==> src/rtl/ir_rle_pkg.sv <==
package ir_rle_pkg;

  // width of the duration field inside a symbol
  localparam int SYM_DUR_W   = 7;
  // longest run one symbol can describe
  localparam int SYM_RUN_MAX = 1 << SYM_DUR_W;
  // counter wide enough to hold SYM_RUN_MAX itself
  localparam int RUN_W       = SYM_DUR_W + 1;

  typedef struct packed {
    logic                 mark;
    logic [SYM_DUR_W-1:0] dur_m1;
  } ir_sym_t;

  typedef enum logic {
    ST_HUNT = 1'b0,
    ST_RUN  = 1'b1
  } eng_state_t;

  function automatic ir_sym_t make_sym(input logic lvl, input logic [RUN_W-1:0] n);
    ir_sym_t s;
    s.mark   = lvl;
    s.dur_m1 = SYM_DUR_W'(n - RUN_W'(1));
    return s;
  endfunction

endpackage

==> src/rtl/ir_tick_div.sv <==
module ir_tick_div #(
  parameter int DIV_LO = 64,
  parameter int DIV_HI = 128
) (
  input  logic clk,
  input  logic rst_n,
  input  logic ref_tick,
  input  logic slow,
  output logic samp_tick
);
  localparam int CW = $clog2(DIV_HI);

  logic [CW-1:0] cnt_q;
  logic [CW-1:0] lim;

  assign lim       = slow ? CW'(DIV_HI - 1) : CW'(DIV_LO - 1);
  assign samp_tick = ref_tick && (cnt_q >= lim);

  always_ff @(posedge clk or negedge rst_n) begin
    if (!rst_n)         cnt_q <= '0;
    else if (samp_tick) cnt_q <= '0;
    else if (ref_tick)  cnt_q <= cnt_q + CW'(1);
  end

  AST_TICK_GAP: assert property (@(posedge clk) disable iff (!rst_n)
    samp_tick |=> !samp_tick);

endmodule

==> src/rtl/ir_input_cond.sv <==
module ir_input_cond #(
  parameter int SYNC_STAGES = 2,
  parameter int THR_W       = 6
) (
  input  logic             clk,
  input  logic             rst_n,
  input  logic             ir_async,
  input  logic             invert,
  input  logic             samp_tick,
  input  logic [THR_W-1:0] glitch_len,
  output logic             samp_lvl
);
  logic [SYNC_STAGES-1:0] sync_q;
  logic                   raw_lvl;
  logic                   flt_q, flt_d;
  logic [THR_W:0]         pend_q, pend_d;

  always_ff @(posedge clk or negedge rst_n) begin
    if (!rst_n) sync_q <= '0;
    else        sync_q <= {sync_q[SYNC_STAGES-2:0], ir_async};
  end

  assign raw_lvl = sync_q[SYNC_STAGES-1] ^ invert;

  always_comb begin
    flt_d  = flt_q;
    pend_d = pend_q;
    if (samp_tick) begin
      if (raw_lvl != flt_q) begin
        if ((pend_q + (THR_W+1)'(1)) >= {1'b0, glitch_len}) begin
          flt_d  = raw_lvl;
          pend_d = '0;
        end else begin
          pend_d = pend_q + (THR_W+1)'(1);
        end
      end else begin
        pend_d = '0;
      end
    end
  end

  always_ff @(posedge clk or negedge rst_n) begin
    if (!rst_n) begin
      flt_q  <= 1'b0;
      pend_q <= '0;
    end else begin
      flt_q  <= flt_d;
      pend_q <= pend_d;
    end
  end

  // the encoder sees this tick's filtered decision without a further register
  assign samp_lvl = flt_d;

  AST_GLITCH_REJECT: assert property (@(posedge clk) disable iff (!rst_n)
    (samp_tick && (raw_lvl != flt_q) && (pend_q == '0) && (glitch_len > THR_W'(1)))
    |=> (flt_q == $past(flt_q)));

endmodule

==> src/rtl/ir_run_encoder.sv <==
module ir_run_encoder
  import ir_rle_pkg::*;
#(
  parameter int IDLE_UNIT = 128,
  parameter int ACT_SCALE = 128
) (
  input  logic       clk,
  input  logic       rst_n,
  input  logic       samp_tick,
  input  logic       samp_lvl,
  input  logic [7:0] idle_len,
  input  logic [6:0] act_len,
  input  logic       act_x128,
  output logic       sym_emit,
  output ir_sym_t    sym_byte,
  output logic       pkt_end
);
  localparam int IDLE_SH = $clog2(IDLE_UNIT);
  localparam int IDLE_W  = 9 + IDLE_SH;
  localparam int ACT_SH  = $clog2(ACT_SCALE);
  localparam int ACT_W   = 8 + ACT_SH;
  localparam logic [RUN_W-1:0] RUN_MAX = RUN_W'(SYM_RUN_MAX);

  eng_state_t        st_q, st_d;
  logic [ACT_W-1:0]  act_q, act_d, act_base, act_req;
  logic [IDLE_W-1:0] idle_q, idle_d, idle_nx, idle_req;
  logic [RUN_W-1:0]  run_q, run_d;
  logic              cur_q, cur_d;
  logic              end_q, end_d;

  assign idle_req = (IDLE_W'(idle_len) + IDLE_W'(1)) << IDLE_SH;
  assign act_base = ACT_W'(act_len) + ACT_W'(1);
  assign act_req  = act_x128 ? (act_base << ACT_SH) : act_base;
  assign idle_nx  = samp_lvl ? '0 : (idle_q + IDLE_W'(1));

  always_comb begin
    st_d     = st_q;
    act_d    = act_q;
    idle_d   = idle_q;
    run_d    = run_q;
    cur_d    = cur_q;
    end_d    = 1'b0;
    sym_emit = 1'b0;
    sym_byte = '0;
    if (samp_tick) begin
      if (st_q == ST_HUNT) begin
        if (samp_lvl) begin
          if ((act_q + ACT_W'(1)) >= act_req) begin
            st_d   = ST_RUN;
            cur_d  = 1'b1;
            run_d  = '0;
            idle_d = '0;
            act_d  = '0;
          end else begin
            act_d = act_q + ACT_W'(1);
          end
        end else begin
          act_d = '0;
        end
      end else if (!samp_lvl && (idle_nx >= idle_req)) begin
        st_d   = ST_HUNT;
        end_d  = 1'b1;
        act_d  = '0;
        run_d  = '0;
        idle_d = '0;
      end else begin
        idle_d = idle_nx;
        if (samp_lvl == cur_q) begin
          if (run_q == RUN_MAX) begin
            sym_emit = 1'b1;
            sym_byte = make_sym(cur_q, run_q);
            run_d    = RUN_W'(1);
          end else begin
            run_d = run_q + RUN_W'(1);
          end
        end else begin
          if (run_q != '0) begin
            sym_emit = 1'b1;
            sym_byte = make_sym(cur_q, run_q);
          end
          cur_d = samp_lvl;
          run_d = RUN_W'(1);
        end
      end
    end
  end

  always_ff @(posedge clk or negedge rst_n) begin
    if (!rst_n) begin
      st_q   <= ST_HUNT;
      act_q  <= '0;
      idle_q <= '0;
      run_q  <= '0;
      cur_q  <= 1'b0;
      end_q  <= 1'b0;
    end else begin
      st_q   <= st_d;
      act_q  <= act_d;
      idle_q <= idle_d;
      run_q  <= run_d;
      cur_q  <= cur_d;
      end_q  <= end_d;
    end
  end

  assign pkt_end = end_q;

  AST_RUN_BOUND: assert property (@(posedge clk) disable iff (!rst_n)
    run_q <= RUN_MAX);

  AST_END_PULSE: assert property (@(posedge clk) disable iff (!rst_n)
    end_q |=> !end_q);

endmodule

==> src/rtl/ir_sym_out.sv <==
module ir_sym_out
  import ir_rle_pkg::*;
(
  input  logic       clk,
  input  logic       rst_n,
  input  logic       emit,
  input  ir_sym_t    emit_sym,
  input  logic       ready,
  output logic       valid,
  output logic [7:0] data,
  output logic       lost
);
  logic       valid_q;
  logic [7:0] data_q;
  logic       lost_q;
  logic       room;

  assign room = !valid_q || ready;

  always_ff @(posedge clk or negedge rst_n) begin
    if (!rst_n) begin
      valid_q <= 1'b0;
      data_q  <= '0;
      lost_q  <= 1'b0;
    end else begin
      lost_q <= emit && !room;
      if (emit && room) begin
        valid_q <= 1'b1;
        data_q  <= emit_sym;
      end else if (ready) begin
        valid_q <= 1'b0;
      end
    end
  end

  assign valid = valid_q;
  assign data  = data_q;
  assign lost  = lost_q;

  AST_HOLD_DATA: assert property (@(posedge clk) disable iff (!rst_n)
    (valid_q && !ready) |=> (valid_q && $stable(data_q)));

  AST_LOST_BLOCKED: assert property (@(posedge clk) disable iff (!rst_n)
    lost_q |-> $past(valid_q && !ready));

endmodule

==> src/rtl/ir_rle_sampler.sv <==
module ir_rle_sampler
  import ir_rle_pkg::*;
#(
  parameter int DIV_LO    = 64,
  parameter int DIV_HI    = 128,
  parameter int IDLE_UNIT = 128,
  parameter int ACT_SCALE = 128
) (
  input  logic       clk,
  input  logic       rst_n,
  input  logic       ref_tick,
  input  logic       ir_in,
  input  logic       cfg_slow_sample,
  input  logic       cfg_invert,
  input  logic [5:0] cfg_glitch_len,
  input  logic [7:0] cfg_idle_len,
  input  logic [6:0] cfg_act_len,
  input  logic       cfg_act_x128,
  output logic       sym_valid,
  input  logic       sym_ready,
  output logic [7:0] sym_data,
  output logic       sym_lost,
  output logic       pkt_end
);
  logic    samp_tick;
  logic    samp_lvl;
  logic    sym_emit;
  ir_sym_t sym_byte;

  ir_tick_div #(.DIV_LO(DIV_LO), .DIV_HI(DIV_HI)) u_div (
    .clk       (clk),
    .rst_n     (rst_n),
    .ref_tick  (ref_tick),
    .slow      (cfg_slow_sample),
    .samp_tick (samp_tick)
  );

  ir_input_cond #(.SYNC_STAGES(2), .THR_W(6)) u_cond (
    .clk        (clk),
    .rst_n      (rst_n),
    .ir_async   (ir_in),
    .invert     (cfg_invert),
    .samp_tick  (samp_tick),
    .glitch_len (cfg_glitch_len),
    .samp_lvl   (samp_lvl)
  );

  ir_run_encoder #(.IDLE_UNIT(IDLE_UNIT), .ACT_SCALE(ACT_SCALE)) u_enc (
    .clk       (clk),
    .rst_n     (rst_n),
    .samp_tick (samp_tick),
    .samp_lvl  (samp_lvl),
    .idle_len  (cfg_idle_len),
    .act_len   (cfg_act_len),
    .act_x128  (cfg_act_x128),
    .sym_emit  (sym_emit),
    .sym_byte  (sym_byte),
    .pkt_end   (pkt_end)
  );

  ir_sym_out u_out (
    .clk      (clk),
    .rst_n    (rst_n),
    .emit     (sym_emit),
    .emit_sym (sym_byte),
    .ready    (sym_ready),
    .valid    (sym_valid),
    .data     (sym_data),
    .lost     (sym_lost)
  );

endmodule

==> config.mk <==
export PLATFORM = sky130hd
export DESIGN_NAME = ir_rle_sampler
export DESIGN_NICKNAME = d
export VERILOG_FILES = /design/src/rtl/ir_rle_pkg.sv /design/src/rtl/ir_tick_div.sv /design/src/rtl/ir_input_cond.sv /design/src/rtl/ir_run_encoder.sv /design/src/rtl/ir_sym_out.sv /design/src/rtl/ir_rle_sampler.sv
export SDC_FILE = /design/constraint.sdc
export NUM_CORES = 1
export LEC_CHECK = 0
export ABC_AREA = 1
export BUFFER_PORTS_ARGS = -buffer_cell sky130_fd_sc_hd__buf_2
export CORE_MARGIN = 1
export CORE_UTILIZATION = 31
export DETAILED_ROUTE_END_ITERATION = 10
export PLACE_DENSITY = 0.52
export SLEW_MARGIN = 0
export SYNTH_ARGS = -nofsm -noshare
export SYNTH_HDL_FRONTEND = slang
export SYNTH_SLANG_ARGS = --single-unit
export TNS_END_PERCENT = 50
==> constraint.sdc <==
create_clock -name clk -period 4.7 [get_ports clk]
set_clock_uncertainty 0.15 [all_clocks]
set_input_delay 0.705 -clock clk [delete_from_list [all_inputs] [get_ports clk]]
set_output_delay 0.705 -clock clk [all_outputs]
set_load 0.02 [all_outputs]
# Word level (Yosys, flattened, before mapping)
# Index checks and enable logic that the tools add are counted.
[word_totals]
in_bits = 29
register_bits = 69
elab_cells = 98
output_inout_bits = 11
[op_classes]
n_mux = 50
n_lt_le_gt_ge = 4
n_reduce_logical = 16
addsub = 8
n_bitwise = 1
n_eq_ne = 6
[op_table]
columns = ["cell", "count"]
rows = [
  ["8-bit 2-to-1 mux", 12],
  ["16-bit 2-to-1 mux", 5],
  ["15-bit 2-to-1 mux", 5],
  ["7-bit 2-to-1 mux", 5],
  ["1-bit 2-to-1 mux", 23],
  ["16-bit by 1-bit adder with 16-bit output (second input constant)", 1],
  ["16-bit >= comparator", 1],
  ["15-bit by 1-bit adder with 15-bit output (second input constant)", 1],
  ["15-bit >= comparator", 1],
  ["7-bit by 1-bit adder with 7-bit output (second input constant)", 2],
  ["8-bit by 1-bit adder with 9-bit output (second input constant)", 1],
  ["7-bit by 1-bit adder with 8-bit output (second input constant)", 1],
  ["8-bit by 1-bit adder with 8-bit output (second input constant)", 1],
  ["8-bit == test (second input constant)", 1],
  ["2-bit nonzero test", 4],
  ["8-bit nonzero test", 1],
  ["7-bit by 6-bit >= comparator with 1-bit output", 1],
  ["7-bit >= comparator", 1],
  ["7-bit by 1-bit subtractor with 7-bit output (second input constant)", 1],
  ["2-bit inequality test (second input constant)", 3],
  ["5-bit AND reduction", 1],
  ["1-bit logical AND", 4],
  ["1-bit logical NOT", 3],
  ["3-bit AND reduction", 1],
  ["5 further kinds", 5],
]

# Depth between registers and ports, before layout
# Gate-level depths: netlist (run 1).
[logic_depth]
word_depth = 13
ltp_mapped = 32
ltp_nobuf = 31

# Hierarchy
# Synthesis (run 1) repeated with hierarchy kept, for this count alone.
[hier_totals]
hier_cells = 766
area_unflattened_um2 = 5400.2
[by_module_without_submodules]
columns = ["module", "seq_area_each_um2", "instances", "cells_each", "area_per_inst_um2"]
rows = [
  ["ir_run_encoder", 1051.0, 1, 579, 3818.7],
  ["ir_input_cond", 250.2, 1, 84, 656.9],
  ["ir_tick_div", 175.2, 1, 61, 465.4],
  ["ir_sym_out", 250.2, 1, 42, 459.2],
]

# Least setup slack after synthesis (run 1)
# No wires, ideal clock.
[synth_path]
path_kind = "register to register"
start = "register u_cond.pend_q[0]"
end = "register u_enc.act_q[12]"
arrival_ns = 3.575
path_buffers = 2
required_ns = 4.415
path_slack_ns = 0.840
setup_ns = 0.135
period_less_slack_ns = 3.860
path_stages_with_launch = 30
path_cell_list = "dfrtp_1 -> ha_1 -> nand3_1 -> xor2_1 -> inv_1 -> ha_1 -> a21oi_1 -> nand2_1 -> nand2_1 -> nand2_1 -> nand2_1 -> nand2_1 -> nand2_2 -> buf_2 -> nand3_1 -> ha_1 -> nand3b_1 -> nor2_1 -> nand2_1 -> nor2_1 -> nand3_1 -> nand2_1 -> nand2_1 -> nand2_1 -> nand2_2 -> nand2_2 -> nand2_2 -> inv_2 -> buf_2 -> o22ai_2"
[synth_via]
elab_chain_len = 10
word_cells_on_any_way = 13
cone_classes = "add/sub (1); order compare (2); eq/ne (1); mux (6); reduce/logical (3)"
[synth_lines]
columns = ["element", "line_no", "rtl"]
rows = [
  ["start, declared", "ir_input_cond.sv:16", "logic [THR_W:0] pend_q, pend_d;"],
  ["start signal, assigned", "ir_input_cond.sv:48", "pend_q <= pend_d;"],
  ["7-bit by 1-bit adder with 7-bit output *", "ir_input_cond.sv:30", "if ((pend_q + (THR_W+1)'(1)) >= {1'b0, glitch_len}) begin"],
  ["7-bit by 6-bit >= comparator with 1-bit output *", "ir_input_cond.sv:30", ""],
  ["1-bit 2-to-1 mux *", "ir_input_cond.sv:30", ""],
  ["1-bit 2-to-1 mux *", "ir_input_cond.sv:29", "if (raw_lvl != flt_q) begin"],
  ["1-bit 2-to-1 mux *", "ir_input_cond.sv:28", "if (samp_tick) begin"],
  ["16-bit 2-to-1 mux", "ir_run_encoder.sv:34", "assign idle_nx = samp_lvl ? '0 : (idle_q + IDLE_W'(1));"],
  ["16-bit >= comparator", "ir_run_encoder.sv:60", "end else if (!samp_lvl && (idle_nx >= idle_req)) begin"],
  ["1-bit logical AND", "ir_run_encoder.sv:60", ""],
  ["2-bit inequality test (no source line)", "--", ""],
  ["2-bit AND reduction (no source line)", "--", ""],
  ["end signal, assigned", "ir_run_encoder.sv:98", "act_q <= act_d;"],
  ["end, declared", "ir_run_encoder.sv:25", "logic [ACT_W-1:0] act_q, act_d, act_base, act_req;"],
]
# Every way passes the cells marked *; elsewhere a longest branch is shown, timed or not.
# A chain may end at the register's enable or synchronous reset.

# Worst setup path after layout (run 1)
[layout_path]
start = "register u_cond.pend_q[0]"
end = "register u_enc.act_q[14]"
[layout_via]
elab_chain_len = 10
word_cells_on_any_way = 13
cone_classes = "add/sub (1); order compare (2); eq/ne (1); mux (6); reduce/logical (3)"
[layout_lines]
columns = ["element", "line_no", "rtl"]
rows = [
  ["7-bit by 1-bit adder with 7-bit output *", "ir_input_cond.sv:30", ""],
  ["7-bit by 6-bit >= comparator with 1-bit output *", "ir_input_cond.sv:30", ""],
  ["1-bit 2-to-1 mux *", "ir_input_cond.sv:30", ""],
  ["1-bit 2-to-1 mux *", "ir_input_cond.sv:29", ""],
  ["1-bit 2-to-1 mux *", "ir_input_cond.sv:28", ""],
  ["named net samp_lvl", "ir_rle_sampler.sv:26", "logic samp_lvl;"],
  ["16-bit 2-to-1 mux", "ir_run_encoder.sv:34", ""],
  ["16-bit >= comparator", "ir_run_encoder.sv:60", ""],
  ["1-bit logical AND", "ir_run_encoder.sv:60", ""],
  ["2-bit inequality test (no source line)", "--", ""],
  ["2-bit AND reduction (no source line)", "--", ""],
]
# Mark *: on every way through the listed nets, which the timed path passes. The rest lies on a longest branch.

==> impl.org, run 1 <==
** CTS
- Clock-pin slew was measured on the worst setup and hold paths at 0.06 ns.
- H-tree levels :: 3
- In this run the clock root is driven by a clkbuf_16.
- For this design, the CTS-stage hold fixing added 0 buffers.
- Sink Count :: 69
- TritonCTS buffer count :: 9
- Clock insertion delay at the later pin of the skew report :: 0.34 ns
- TritonCTS clock tree :: done
- The longest clock path from root to sink contains 2 buffers.

** STA
- Of the available clock period, the critical path in the final layout requires 90.3%.
- Timing would allow up to 236 MHz.
- Final hold violation count :: 0
- Setup violations remaining at the end of the flow were counted as 0.
- Worst Hold Margin :: 0.241 ns
- The number of pins exceeding their max-slew limit in the final report was 0.
- In the post-route analysis, the smallest setup slack over all paths is 0.458 ns.
- At the pin with the least slew margin, the transition time is 1.29 ns.
- In this run the tightest slew margin relative to its limit is 13.6%.
- Minimum clock period :: 4.24 ns
- Total Negative Setup Slacks :: 0 ns

** Yosys
- After synthesis the netlist holds a flip-flop and latch count of 69.
- Synth Cell Area :: 4910 µm²
- Mapped Cells :: 640
- Counting every net in the synthesized netlist gives 709.
- Sequential cells were found to cover 35.2% of the synthesized design area.
- During synthesis, Yosys emitted a total of 0 warnings.
- In this run, distinct cell masters in the synthesized netlist total 31.
- Synthesized area per cell :: 7.67 µm²

** Final layout
- In the final design database the tool counted 762 nets.
- The repair_antennas step left the layout with diodes totalling 0.
- Core Util, Final :: 37.3%
- The library cell used most frequently in the layout, excluding fill and tap cells, is nand2_1.
- The filler cells instantiated in the layout total 1642.
- The area growth from synthesis to layout is 16.3%.
- Of the cells placed in the final design, the portion with a size suffix greater than 1 is 13.6%.
- The top cell types in the final layout, fill and taps aside, are 124 x nand2_1, 113 x inv_1, 69 x dfrtp_1.

** Min path
- Type of the tightest min-delay check :: reg -> reg
- The worst hold path passes through 0 cells.

** Worst setup path
- The worst setup path is captured at a flip-flop.
- The worst setup path is launched from a flip-flop.
- Arrival time at the worst endpoint :: 4.30 ns
- At the worst endpoint, the required time is 4.75 ns.
- Slowest cell on the critical path :: dfrtp_1
- Number of cells on the worst reg-to-reg path :: 28
- Biggest cell delay along the critical path :: 0.41 ns
- Critical path class :: reg -> reg
- Among the stages of the critical path, the cell type that occurs most often is nand2_1.
- Biggest fanout along the worst timing path :: 12

** Die
- Floorplan row count :: 45
- Total die area :: 16300 µm²
- The core region is 15300 µm².
- Once the floorplan was initialized, standard cells occupied 32.0% of the core.
- Number of top-level pins :: 40
- Die width :: 128 µm
- Die span in y :: 128 µm

** Power and ir drop
- Sum of internal, switching and leakage power :: 2.84 mW
- Pwr Density :: 498 nW/µm²
- Standby leakage power :: 2.89 nW
- IR analysis of the VDD net gives a maximum drop of 0.000167 V.

** Global route
- Global-route usage over all layers :: 14.5%
- Vias in the first global route :: 4160
- Entering global routing, the biggest net connects 70 pins.
- Summed over all layers, the global routing overflow is 0.
- Initial antenna violation count :: 0
- The first global-routing pass estimated 18700 µm of wire.

** Route
- Across all layers, the routed design uses 4240 vias.
- The final layout contains routed wiring with a total length of 11100 µm.
- The first TritonRoute pass finished after 4 iterations.
- Initial drt markers :: 227
- Dividing the detail-routed wire length by the instance count gives 12.2 µm.
- Count of nets left with antenna violations after detail routing :: 0
- Routed vias/inst :: 4.67
- After detailed routing, the number of remaining DRC violations is 0.

** Status
- Run status :: completed

** Job
- The tool flagged a number of max-cap violations equal to 0.

** Place
- Buffers placed on the I/O ports in this run total 39.
- Setup WS pre-CTS :: 0.162 ns
- Routability-driven placement congestion ratio :: 0.850
- Half-perimeter wire length after placement :: 8440 µm
[area by class of cell]
class	instances	area (µm²)	area share, %
clock buffer	12	246	4.32
tap	211	264	4.63
sequential	69	1730	30.3
timing repair buffer	53	304	5.33
inverter	115	434	7.61
multi-input combinational	445	2700	47.2
clock inverter	2	35.0	0.614
[flip-flops by register name, indices dropped and copies added, names as in the netlist]
| signal | count |
|---|---|
| u_div.cnt_q | 7 |
| u_cond.sync_q | 2 |
| u_enc.act_q | 15 |
| u_cond.pend_q | 7 |
| u_out.lost | 1 |
| u_out.data | 8 |
| u_enc.run_q | 8 |
| u_enc.cur_q | 1 |
| u_cond.flt_q | 1 |
| u_out.valid | 1 |
| u_enc.pkt_end | 1 |
| u_enc.st_q | 1 |
| u_enc.idle_q | 16 |
[where the power goes]
part	switching (mW)	internal [mW]	total [mW]
Clock	0.247	0.419	0.666
Combinational	0.743	0.470	1.21
Sequential	0.169	0.794	0.964
[cells in the mapped netlist (all sizes together)]
master	instances	area, µm²
a21oi	23	126
dfrtp	69	1730
buf	7	52.5
xor2	38	333
nor3	17	96.4
o21a	1	7.51
clkbuf	4	15.0
nand4	21	131
nor4	5	31.3
nor2	47	179
nand3b	9	67.6
ha	40	500
inv	115	434
o31ai	3	22.5
o22ai	18	175
nand3	41	210
xnor2	5	43.8
nand2	130	500
o21ai	47	254
[worst paths after layout]
| kind | slack, ns | end | startpoint |
|---|---|---|---|
| worst min-delay path | 0.24 | u_cond.sync_q[1] | u_cond.sync_q[0] |
| worst min register to register | 0.24 | u_cond.sync_q[1] | u_cond.sync_q[0] |
| worst max-delay path | 0.46 | u_enc.act_q[14] | u_cond.pend_q[0] |
| min in group asynchronous | 0.42 | u_div.cnt_q[4] | rst_n |
| max in group asynchronous | 3.39 | u_out.data[7] | rst_n |
| worst max register to register | 0.46 | u_enc.act_q[14] | u_cond.pend_q[0] |
[layer usage]
| metal | vias up | GRT usage [%] | routed length (µm) |
|---|---|---|---|
| li1 | 2195 | - | - |
| met1 | 1964 | 16.7 | 5050 |
| met2 | 63 | 25.2 | 5420 |
| met3 | 18 | 4.38 | 376 |
| met4 | 0 | 5.05 | 221 |
| met5 | - | 0 | 0 |
[timing repair]
| item | 4_1_cts | 5_1_grt |
|---|---|---|
| endpoints found under the setup margin | 0 | 33 |
| endpoints found under the hold margin | 0 | 0 |
| buffers inserted | 0 | 6 |
| resized for setup | 0 | 6 |
[worst max-delay path: cells and delay by family (launching register included)]
| family | cells | cell delay (ns) |
|---|---|---|
| AOI/OAI and AO/OA | 7 | 0.88 |
| xor gates and xnor gates | 1 | 0.17 |
| and+or+nand+nor | 12 | 1.22 |
| adders and majority gates | 3 | 0.80 |
| DFF | 1 | 0.41 |
| buffers and inverters | 5 | 0.50 |
[cell families after synthesis]
logic type	Yosys count	synth area share, %
adder cells (fa/ha/maj)	40	10.2
AO/OA/AOI/OAI	92	11.9
flip-flops	69	35.2
XOR/XNOR	43	7.67
buffers and inverters	126	10.2
AND/OR/NAND/NOR	270	24.8
[metrics by stage]
stage / cell area (µm²) / cells
detailed placement: 5360 / 887
CTS: 5640 / 901
floorplan: 4910 / 640
global route: 5710 / 907
global placement: 5360 / 887
finish: 5710 / 907
Power figures use the tool's default switching activity.
==> run 2, diff against run 1 <==
--- a/config.mk
+++ b/config.mk
@@ -14,5 +14,6 @@
 export SLEW_MARGIN = 0
 export SYNTH_ARGS = -nofsm -noshare
 export SYNTH_HDL_FRONTEND = slang
+export SYNTH_HIERARCHICAL = 1
 export SYNTH_SLANG_ARGS = --single-unit
 export TNS_END_PERCENT = 50
==> run 2 against run 1 <==
Compared with the run above: register-to-register slack better by 0.08 ns; combinational power fell by 42%; critical path depth shrank 2; global-route usage grew 0.19 points; flip-flop and latch count unchanged; die area increased by 9.9%; final cell count increased by 13%; critical path type unchanged; largest cell class unchanged; synthesized cell count increased by 20%.
==> impl.org, run 2 <==
** Yosys
- Main synth FF type :: dfrtp_1
- Cell type with the largest total area after synthesis :: dfrtp_1
- Portion of synthesized cell area occupied by the leading cell type :: 32.0%
- The synthesized design contains 0 enable-type register cells.
- Mapped Cells :: 766
- After synthesis, flip-flops and latches occupy 32.0% of the total area.
- After synthesis the netlist holds a flip-flop and latch count of 69.
- The number of nets in the synthesized netlist is 835.
- Synthesized area per cell :: 7.05 µm²
- The Yosys step of the flow raised 6 warnings.
- Largest cells by area after synthesis :: dfrtp_1 32%, nand2_1 17%, ha_1 9.3%
- Most used standard cells in the synthesized netlist :: 245 x nand2_1, 85 x inv_1, 78 x nor2_1
- Counting flops with an async set or reset pin after synthesis yields a share of 100%.
- Summing every instance area after synthesis gives 5400 µm².
- nand2_1 is the most common cell in the netlist.
- Number of distinct library cells after synthesis :: 39

** Power and ir drop
- Standby leakage power :: 3.19 nW
- Peak supply drop :: 0.000173 V
- For this design the ratio of total power to cell area is 350 nW/µm².
- Total power for the finished layout comes to 2.13 mW.

** Final layout
- N_diodes :: 0
- Relative area change from synthesis to final layout :: 12.5%
- Cells fill 36.1% of the core in the end.
- Layout cell share with drive strength beyond 1 :: 12.7%
- Largest regs :: u_enc/idle_q: 16 flops, u_enc/act_q: 15 flops
- Most frequent standard cell in the layout excluding fill and tap cells :: nand2_1
- In the layout the commonest cells are 245 x nand2_1, 85 x inv_1, 78 x nor2_1.
- Total Nets Final :: 868
- More flip-flops sit in one register than any other, and that register is u_enc/idle_q.
- After routing the design area is 6070 µm².
- The register with the most flip-flops in the layout has 16 of them.

** CTS
- Counting the buffers created by CTS gives 9.
- Clock-pin transition on the worst setup and hold timing paths :: 0.06 ns
- Clock insertion delay at the later pin of the skew report :: 0.34 ns
- H-tree levels :: 3
- TritonCTS built the clock tree.
- The clock passes through at most 2 buffers.
- Sink Count :: 69
- Clock root cell :: clkbuf_16

** Die
- Measured along the y axis, the die boundary spans 134 µm.
- In this run the standard cell core region covers 16800 µm².
- Starting Density :: 32.1%
- The floorplan has 47 rows.
- The die covers 18000 µm².
- For this design the top-level I/O count stands at 40.
- Die width :: 134 µm

** Worst setup path
- Setup slack on the worst reg-to-reg path comes out at 0.54 ns.
- Kind of start point of the critical path :: flip-flop
- The worst setup path is of the reg -> reg kind.
- Setup crit end kind :: flip-flop
- Required time reported for the critical path endpoint :: 4.82 ns
- At the worst endpoint, the arrival time is 4.28 ns.
- Biggest fanout along the worst timing path :: 10

** STA
- Setup repair after global routing left no endpoint under its margin.
- Slew of the pin with the lowest slew margin :: 0.943 ns
- Adding up every negative setup slack in the final design gives 0 ns.
- Final Slew Violations :: 0
- Across all hold checks on the routed design, the worst slack comes to 0.221 ns.
- The final critical path takes up 88.6% of the cycle.
- Measured against its own limit, the worst slew margin works out to 36.9%.
- Static timing analysis puts the maximum clock frequency at 240 MHz.
- Counting I/O delays and the setup requirement, the final critical path takes 4.16 ns.
- Final hold violation count :: 0
- Setup violations remaining at the end of the flow were counted as 0.

** Global route
- Global routing used 14.6% of the available tracks across all layers.
- Initial antenna violation count :: 0
- The via count of the first global-routing pass came to 4418.
- After global routing the overflow that remains totals 0.
- Global-route wire length before repair :: 21100 µm
- Entering global routing, the biggest net connects 70 pins.

** Route
- Before antenna repair, the detailed router went through 5 iterations.
- For this run, design rule violations remaining after detail routing come to 0.
- Vias after detailed routing :: 4715
- Final wirelength :: 12200 µm
- After detailed routing, the average wire length per cell comes to 11.9 µm.
- Initial drt markers :: 198
- Count of nets left with antenna violations after detail routing :: 0
- Using the TritonRoute via totals, the vias-per-cell ratio works out to 4.60.

** Place
- At the end of routability-driven placement, the weighted congestion stood at 0.793.
- Buffers placed on the I/O ports in this run total 39.
- Placed inst area :: 5780 µm²
- The wire-length estimate of the detail-placed layout is 8920 µm.

** Job
- Across the run, the number of max-cap violations was 0.

** Status
- The flow ran to the end, and the final reports show no timing, DRC or antenna violations.

** Min path
- Type of the tightest min-delay check :: reg -> reg
[run 2: cell types whose count changed after synthesis, sizes merged, moves of 11 or more]
cell	delta
o22ai	-17
nand2	+127
o21ai	-30
nand3	+23
nor2	+36
inv	-28
nand4	+11
[run 2: final timing paths]
kind	start	end	cells past startpoint
setup / recovery	u_cond/pend_q[0]	u_out/lost	26
hold / removal	u_cond/sync_q[0]	u_cond/sync_q[1]	0
setup reg to reg	u_cond/pend_q[0]	u_out/lost	26
hold reg to reg	u_cond/sync_q[0]	u_cond/sync_q[1]	0
max in group asynchronous	rst_n	u_cond/pend_q[4]	1
min in group asynchronous	rst_n	u_cond/sync_q[1]	1
[run 2: cell type report]
type | count | area, µm²
fill | 1849 | 10700
multi-input combinational | 585 | 3200
sequential | 69 | 1730
inverter | 87 | 329
tap | 220 | 275
timing repair buffer | 47 | 258
clock buffer | 11 | 253
clock inverter | 5 | 33.8
[run 2: repair_timing]
| item | CTS | global route |
|---|---|---|
| hold buffers | 0 | 0 |
| buffers inserted | 0 | 0 |
| endpoints found under the hold margin | 0 | 0 |
| endpoints found under the setup margin | 0 | 10 |
| gates resized for setup | 0 | 1 |
[run 2: layer usage]
layer / GRT usage, % / part of all wire (%) / up-vias
met5: 0 / 0 / -
met4: 4.48 / 1.1 / 0
met3: 3.33 / 2.8 / 9
met2: 22.6 / 44 / 52
met1: 20.2 / 52 / 2136
li1: - / - / 2518
[run 2: report_power, final]
| group | switching, mW | total (mW) | leakage, nW | internal (mW) |
|---|---|---|---|---|
| clock | 0.267 | 0.652 | 0.138 | 0.386 |
| combinational | 0.463 | 0.700 | 2.12 | 0.237 |
| sequential | 0.0955 | 0.776 | 0.933 | 0.681 |
[run 2: logic make-up (layout without fill, tap and decap cells)]
logic type | Yosys count | count (layout) | synth area share [%]
AOI/OAI and AO/OA | 43 | 43 | 4.47
xor gates and xnor gates | 39 | 39 | 6.46
adders and majority gates | 40 | 40 | 9.27
buffers and inverters | 112 | 150 | 9.08
DFF | 69 | 69 | 32.0
and+or+nand+nor | 463 | 463 | 38.7
[run 2: critical path, cell delays in order, from the launching register on]
cell and delay, ns:
dfrtp_1 0.42, ha_1 0.25, nand3_2 0.11, xor2_1 0.19
ha_1 0.27, nand3_1 0.09, nand3b_1 0.08, nor2_2 0.12
nand2_2 0.08, nand2_1 0.06, nand2_1 0.04, nand2_1 0.05
inv_1 0.10, inv_4 0.15, o21ai_0 0.10, a21oi_1 0.20
ha_1 0.28, a21oi_1 0.13, o21ai_0 0.09, a21oi_1 0.18
nand2_2 0.11, nand2_4 0.13, nand3_2 0.15, inv_1 0.16
buf_4 0.21, inv_1 0.07, nor2_1 0.10
[run 2: stage by stage]
step           worst slack, ns  instances
2_1_floorplan            0.785        766
3_3_place_gp             0.511       1008
3_5_place_dp             0.444       1008
4_1_cts                  0.425       1024
5_1_grt                 0.0144       1024
6_report                 0.538       1024
==> run 3, diff against run 2 <==
--- a/config.mk
+++ b/config.mk
@@ -5,7 +5,6 @@
 export SDC_FILE = /design/constraint.sdc
 export NUM_CORES = 1
 export LEC_CHECK = 0
-export ABC_AREA = 1
 export BUFFER_PORTS_ARGS = -buffer_cell sky130_fd_sc_hd__buf_2
 export CORE_MARGIN = 1
 export CORE_UTILIZATION = 31
==> run 3 against run 2 <==
Compared with the run above: final cell count fell by 18%; synthesized cell count shrank 26%; final area increased by 0.12%; maximum frequency shrank 8.5%; setup slack worse by 0.38 ns; area after synthesis fell by 6.4%; power down 13%; flip-flop and latch count unchanged.
==> impl.org, run 3 <==
** Yosys
- Summed over its instances, the top area cell type makes up 34.2% of the synthesized netlist area.
- The synthesized design spends more area on one cell type than any other, namely dfrtp_1.
- Post-synthesis adder-cell area fraction :: 9.90%
- The commonest cells after synthesis are 69 x dfrtp_1, 59 x nand2_1, 51 x nor2_1.
- Net Count, Synth :: 634
- The synthesized netlist devotes 7.97% of its cell area to XOR and XNOR gates.
- Post-synthesis simple-gate area fraction :: 22.5%
- Combinational family with the most area after synthesis :: simple AND/OR/NAND/NOR gates
- Yosys attributes the largest share of cell area to dfrtp_1 34%, ha_1 9.9%, nand3_1 4.5%.
- The synthesized netlist devotes 16.5% of its cell area to compound gates.
- Synth Cell Area :: 5050 µm²
- Sequential share of the synthesized area :: 34.2%
- During synthesis, Yosys emitted a total of 6 warnings.
- Mapped Cells :: 565
- #FFs+latches synth :: 69
- The portion of synthesized area spent on multiplexers is 3.69%.
- The most used flip-flop cell after synthesis is dfrtp_1.
- Async set-or-reset flop fraction in the synthesized netlist :: 100%
- Synthesized area per cell :: 8.95 µm²
- Most common cell in the synthesized netlist :: dfrtp_1
- After synthesis, the netlist uses 71 different library cells.
- Yosys mapped a number of flops with a built-in enable equal to 0.

** Status
- Run status :: completed

** CTS
- CTS saw 69 sinks.
- The H-tree generated during clock tree synthesis spans 3 levels.
- TritonCTS clock tree :: done
- No sink is reached through more buffers than the 2 on the longest clock path.
- Clock-pin transition on the worst setup and hold timing paths :: 0.06 ns
- For the worst-skew pair, the clock arrives at the later sink with an insertion delay of 0.33 ns.
- Clock root cell :: clkbuf_16
- Number of buffers inserted for hold repair after clock tree synthesis :: 0
- In this run, CTS created clock tree buffers numbering 9.

** Die
- Number of top-level pins :: 40
- Die span in y :: 130 µm
- Die width :: 130 µm
- The initial utilization of the core area, before any placement, comes to 31.8%.
- The floorplan has 46 rows.
- The core region is 15900 µm².
- The die covers 16800 µm².

** STA
- The number of pins exceeding their max-slew limit in the final report came to 0.
- Slew of the pin with the lowest slew margin :: 1.10 ns
- Measured against its own limit, the worst slew margin works out to 26.9%.
- Static timing analysis puts the maximum clock frequency at 220 MHz.
- Setup repair after global routing could not meet its margin everywhere.
- The number of endpoints with negative hold slack in the final report is 0.
- Setup violations remaining at the end of the flow were counted as 0.
- Of the available clock period, the critical path in the final layout requires 96.7%.
- The routed design could run at a clock period as short as 4.55 ns.
- Summed over all failing endpoints, the final setup total negative slack is 0 ns.

** Place
- During placement, the flow inserted port buffers numbering 39.
- Routability-driven placement finished with a final weighted congestion of 0.799.
- The wire-length estimate of the detail-placed layout is 8240 µm.

** Global route
- Total congestion overflow after global routing :: 0
- The initial antenna violation count is 0.
- For this run, global-route usage on met1 was measured as 17.4%.
- Met2 Track Usage GR :: 24.1%
- Entering global routing, the biggest net connects 47 pins.
- Vias in the first global route :: 3956
- The first global-routing pass estimated 18600 µm of wire.
- Global-route layer with the greatest usage :: met2
- Across every metal layer, demand over resource in global routing totals 13.9%.
- GR met3 Demand/Resource :: 2.79%

** Final layout
- The net count of the finished layout is 684.
- Most frequent cells in the layout :: 68 x dfrtp_1, 59 x nand2_1, 44 x nand3_1, 44 x nor2_1, 39 x buf_2
- Fill cells in the final layout number 1651.
- Largest regs :: u_enc/idle_q: 16 flops, u_enc/act_q: 15 flops
- Of the cells placed in the final design, the portion with a size suffix greater than 1 is 20.5%.
- N_diodes :: 0
- The register with the most flip-flops in the layout has 16 of them.
- Most frequent standard cell in the layout excluding fill and tap cells :: dfrtp_1
- Relative to the synthesized area, the layout overhead comes to 20.3%.
- Register bank with the most flops :: u_enc/idle_q

** Worst setup path
- STA puts the critical path data required time at 4.77 ns.
- Reg2Reg Setup Slack :: 0.15 ns
- Kind of start point of the critical path :: flip-flop
- On the worst path, the slowest cell contributes a delay of 0.41 ns.
- The largest individual stage delay along the critical path comes from the cell mux2_4.
- STA classifies the critical path endpoint as a flip-flop.
- Biggest fanout along the worst timing path :: 8
- Walking the worst path, the cells encountered are ha_4, nand3_4, xnor2_2, ha_1, a21o_1, a22o_1, a2111oi_4, a21oi_2, mux2_4, nor2_4, ha_4, a21oi_2, o21ai_2, a221oi_4, o21ai_4, a211oi_4, nand2_4, inv_4, nand2_8, mux2_4.
- The worst setup path is of the reg -> reg kind.
- Arrival time at the worst endpoint :: 4.61 ns

** Power and ir drop
- The analysis attributes to cell leakage a power of 2.74 nW.
- Peak supply drop :: 0.000188 V
- Summing internal, switching and leakage power gives 1.85 mW.
- For this design the ratio of total power to cell area is 304 nW/µm².

** Route
- The count of nets left with antenna violations once routing finished came out at 0.
- Vias after detailed routing :: 4102
- Wires add up to 11200 µm.
- In the routed design, unresolved DRC markers number 0.
- Routed length per instance :: 13.4 µm
- Initial drt markers :: 202
- Before antenna repair, the detailed router went through 4 iterations.
- Dividing the detail-routed via count by the number of cells gives 4.91.

** Job
- Count of max-cap constraint violations :: 0

** Min path
- Type of the tightest min-delay check :: reg -> reg
==> run 3: cell count changes after synthesis, moves of 14 or more <==
cell	delta
xnor2_1	+14
nor2_1	-27
nand4_1	-26
nand2b_1	+17
inv_1	-49
nand2_1	-186
==> run 3: metal layers <==
layer	wire (µm)	part of all wire, %
met3	324	2.9
met2	5460	49
met4	135	1.2
met5	0	0
met1	5300	47
==> run 3: final cells by class <==
class / instances / area (µm²) / share of cell area [%]
clock buffer: 9 / 225 / 3.70
tap: 216 / 270 / 4.44
timing repair buffer: 57 / 330 / 5.43
inverter: 37 / 141 / 2.32
multi-input combinational: 441 / 3270 / 53.7
sequential: 69 / 1730 / 28.4
clock inverter: 7 / 120 / 1.97
==> run 3: what timing repair did <==
item                       in CTS  in global routing
gates resized for setup         0                  8
setup endpoints to repair       0                  9
buffers inserted                0                  7
==> run 3: worst paths after layout <==
path,startpoint,endpoint,depth (start not counted)
worst max register to register,u_cond/pend_q[0],u_out/data[7],20
min in group asynchronous,rst_n,u_enc/act_q[3],1
max in group asynchronous,rst_n,u_enc/idle_q[2],2
worst min register to register,u_cond/sync_q[0],u_cond/sync_q[1],0
worst max-delay path,u_cond/pend_q[0],u_out/data[7],20
worst min-delay path,u_cond/sync_q[0],u_cond/sync_q[1],0
==> run 3: power breakdown <==
| group | switching [mW] | total, mW | internal [mW] |
|---|---|---|---|
| sequential | 0.0581 | 0.694 | 0.636 |
| clock | 0.268 | 0.789 | 0.521 |
| combinational | 0.213 | 0.368 | 0.155 |
| total | 0.539 | 1.85 | 1.31 |
==> run 3: cell families (layout without fill, tap and decap cells) <==
group | count (synthesis) | count (layout)
adder cells (fa/ha/maj) | 40 | 40
AO/OA/AOI/OAI | 111 | 111
flip-flops | 69 | 69
buffers and inverters | 56 | 110
AND/OR/NAND/NOR | 229 | 229
multiplexers | 14 | 15
XOR/XNOR | 46 | 46
==> run 3: metrics by stage <==
step | hold slack, ns | worst slack (ns) | utilization [%] | area, µm² | cells
6_report | 0.203 | 0.153 | 38.3 | 6080 | 836
5_1_grt | 0.217 | -0.0595 | 38.3 | 6080 | 836
4_1_cts | 0.203 | 0.0923 | 37.6 | 5980 | 828
3_5_place_dp | 0.189 | 0.0993 | 35.5 | 5640 | 812
3_3_place_gp | 0.187 | 0.182 | 35.5 | 5640 | 812
2_1_floorplan | 0.181 | -0.0200 | - | 5240 | 565
==> run 3: worst max-delay path: cells and delay by family (launching register included) <==
kind | cells | cell delay, ns
AOI/OAI and AO/OA | 9 | 1.82
xor gates and xnor gates | 1 | 0.15
adders and majority gates | 3 | 0.67
buffers and inverters | 1 | 0.10
DFF | 1 | 0.40
muxes | 2 | 0.71
and+or+nand+nor | 4 | 0.41
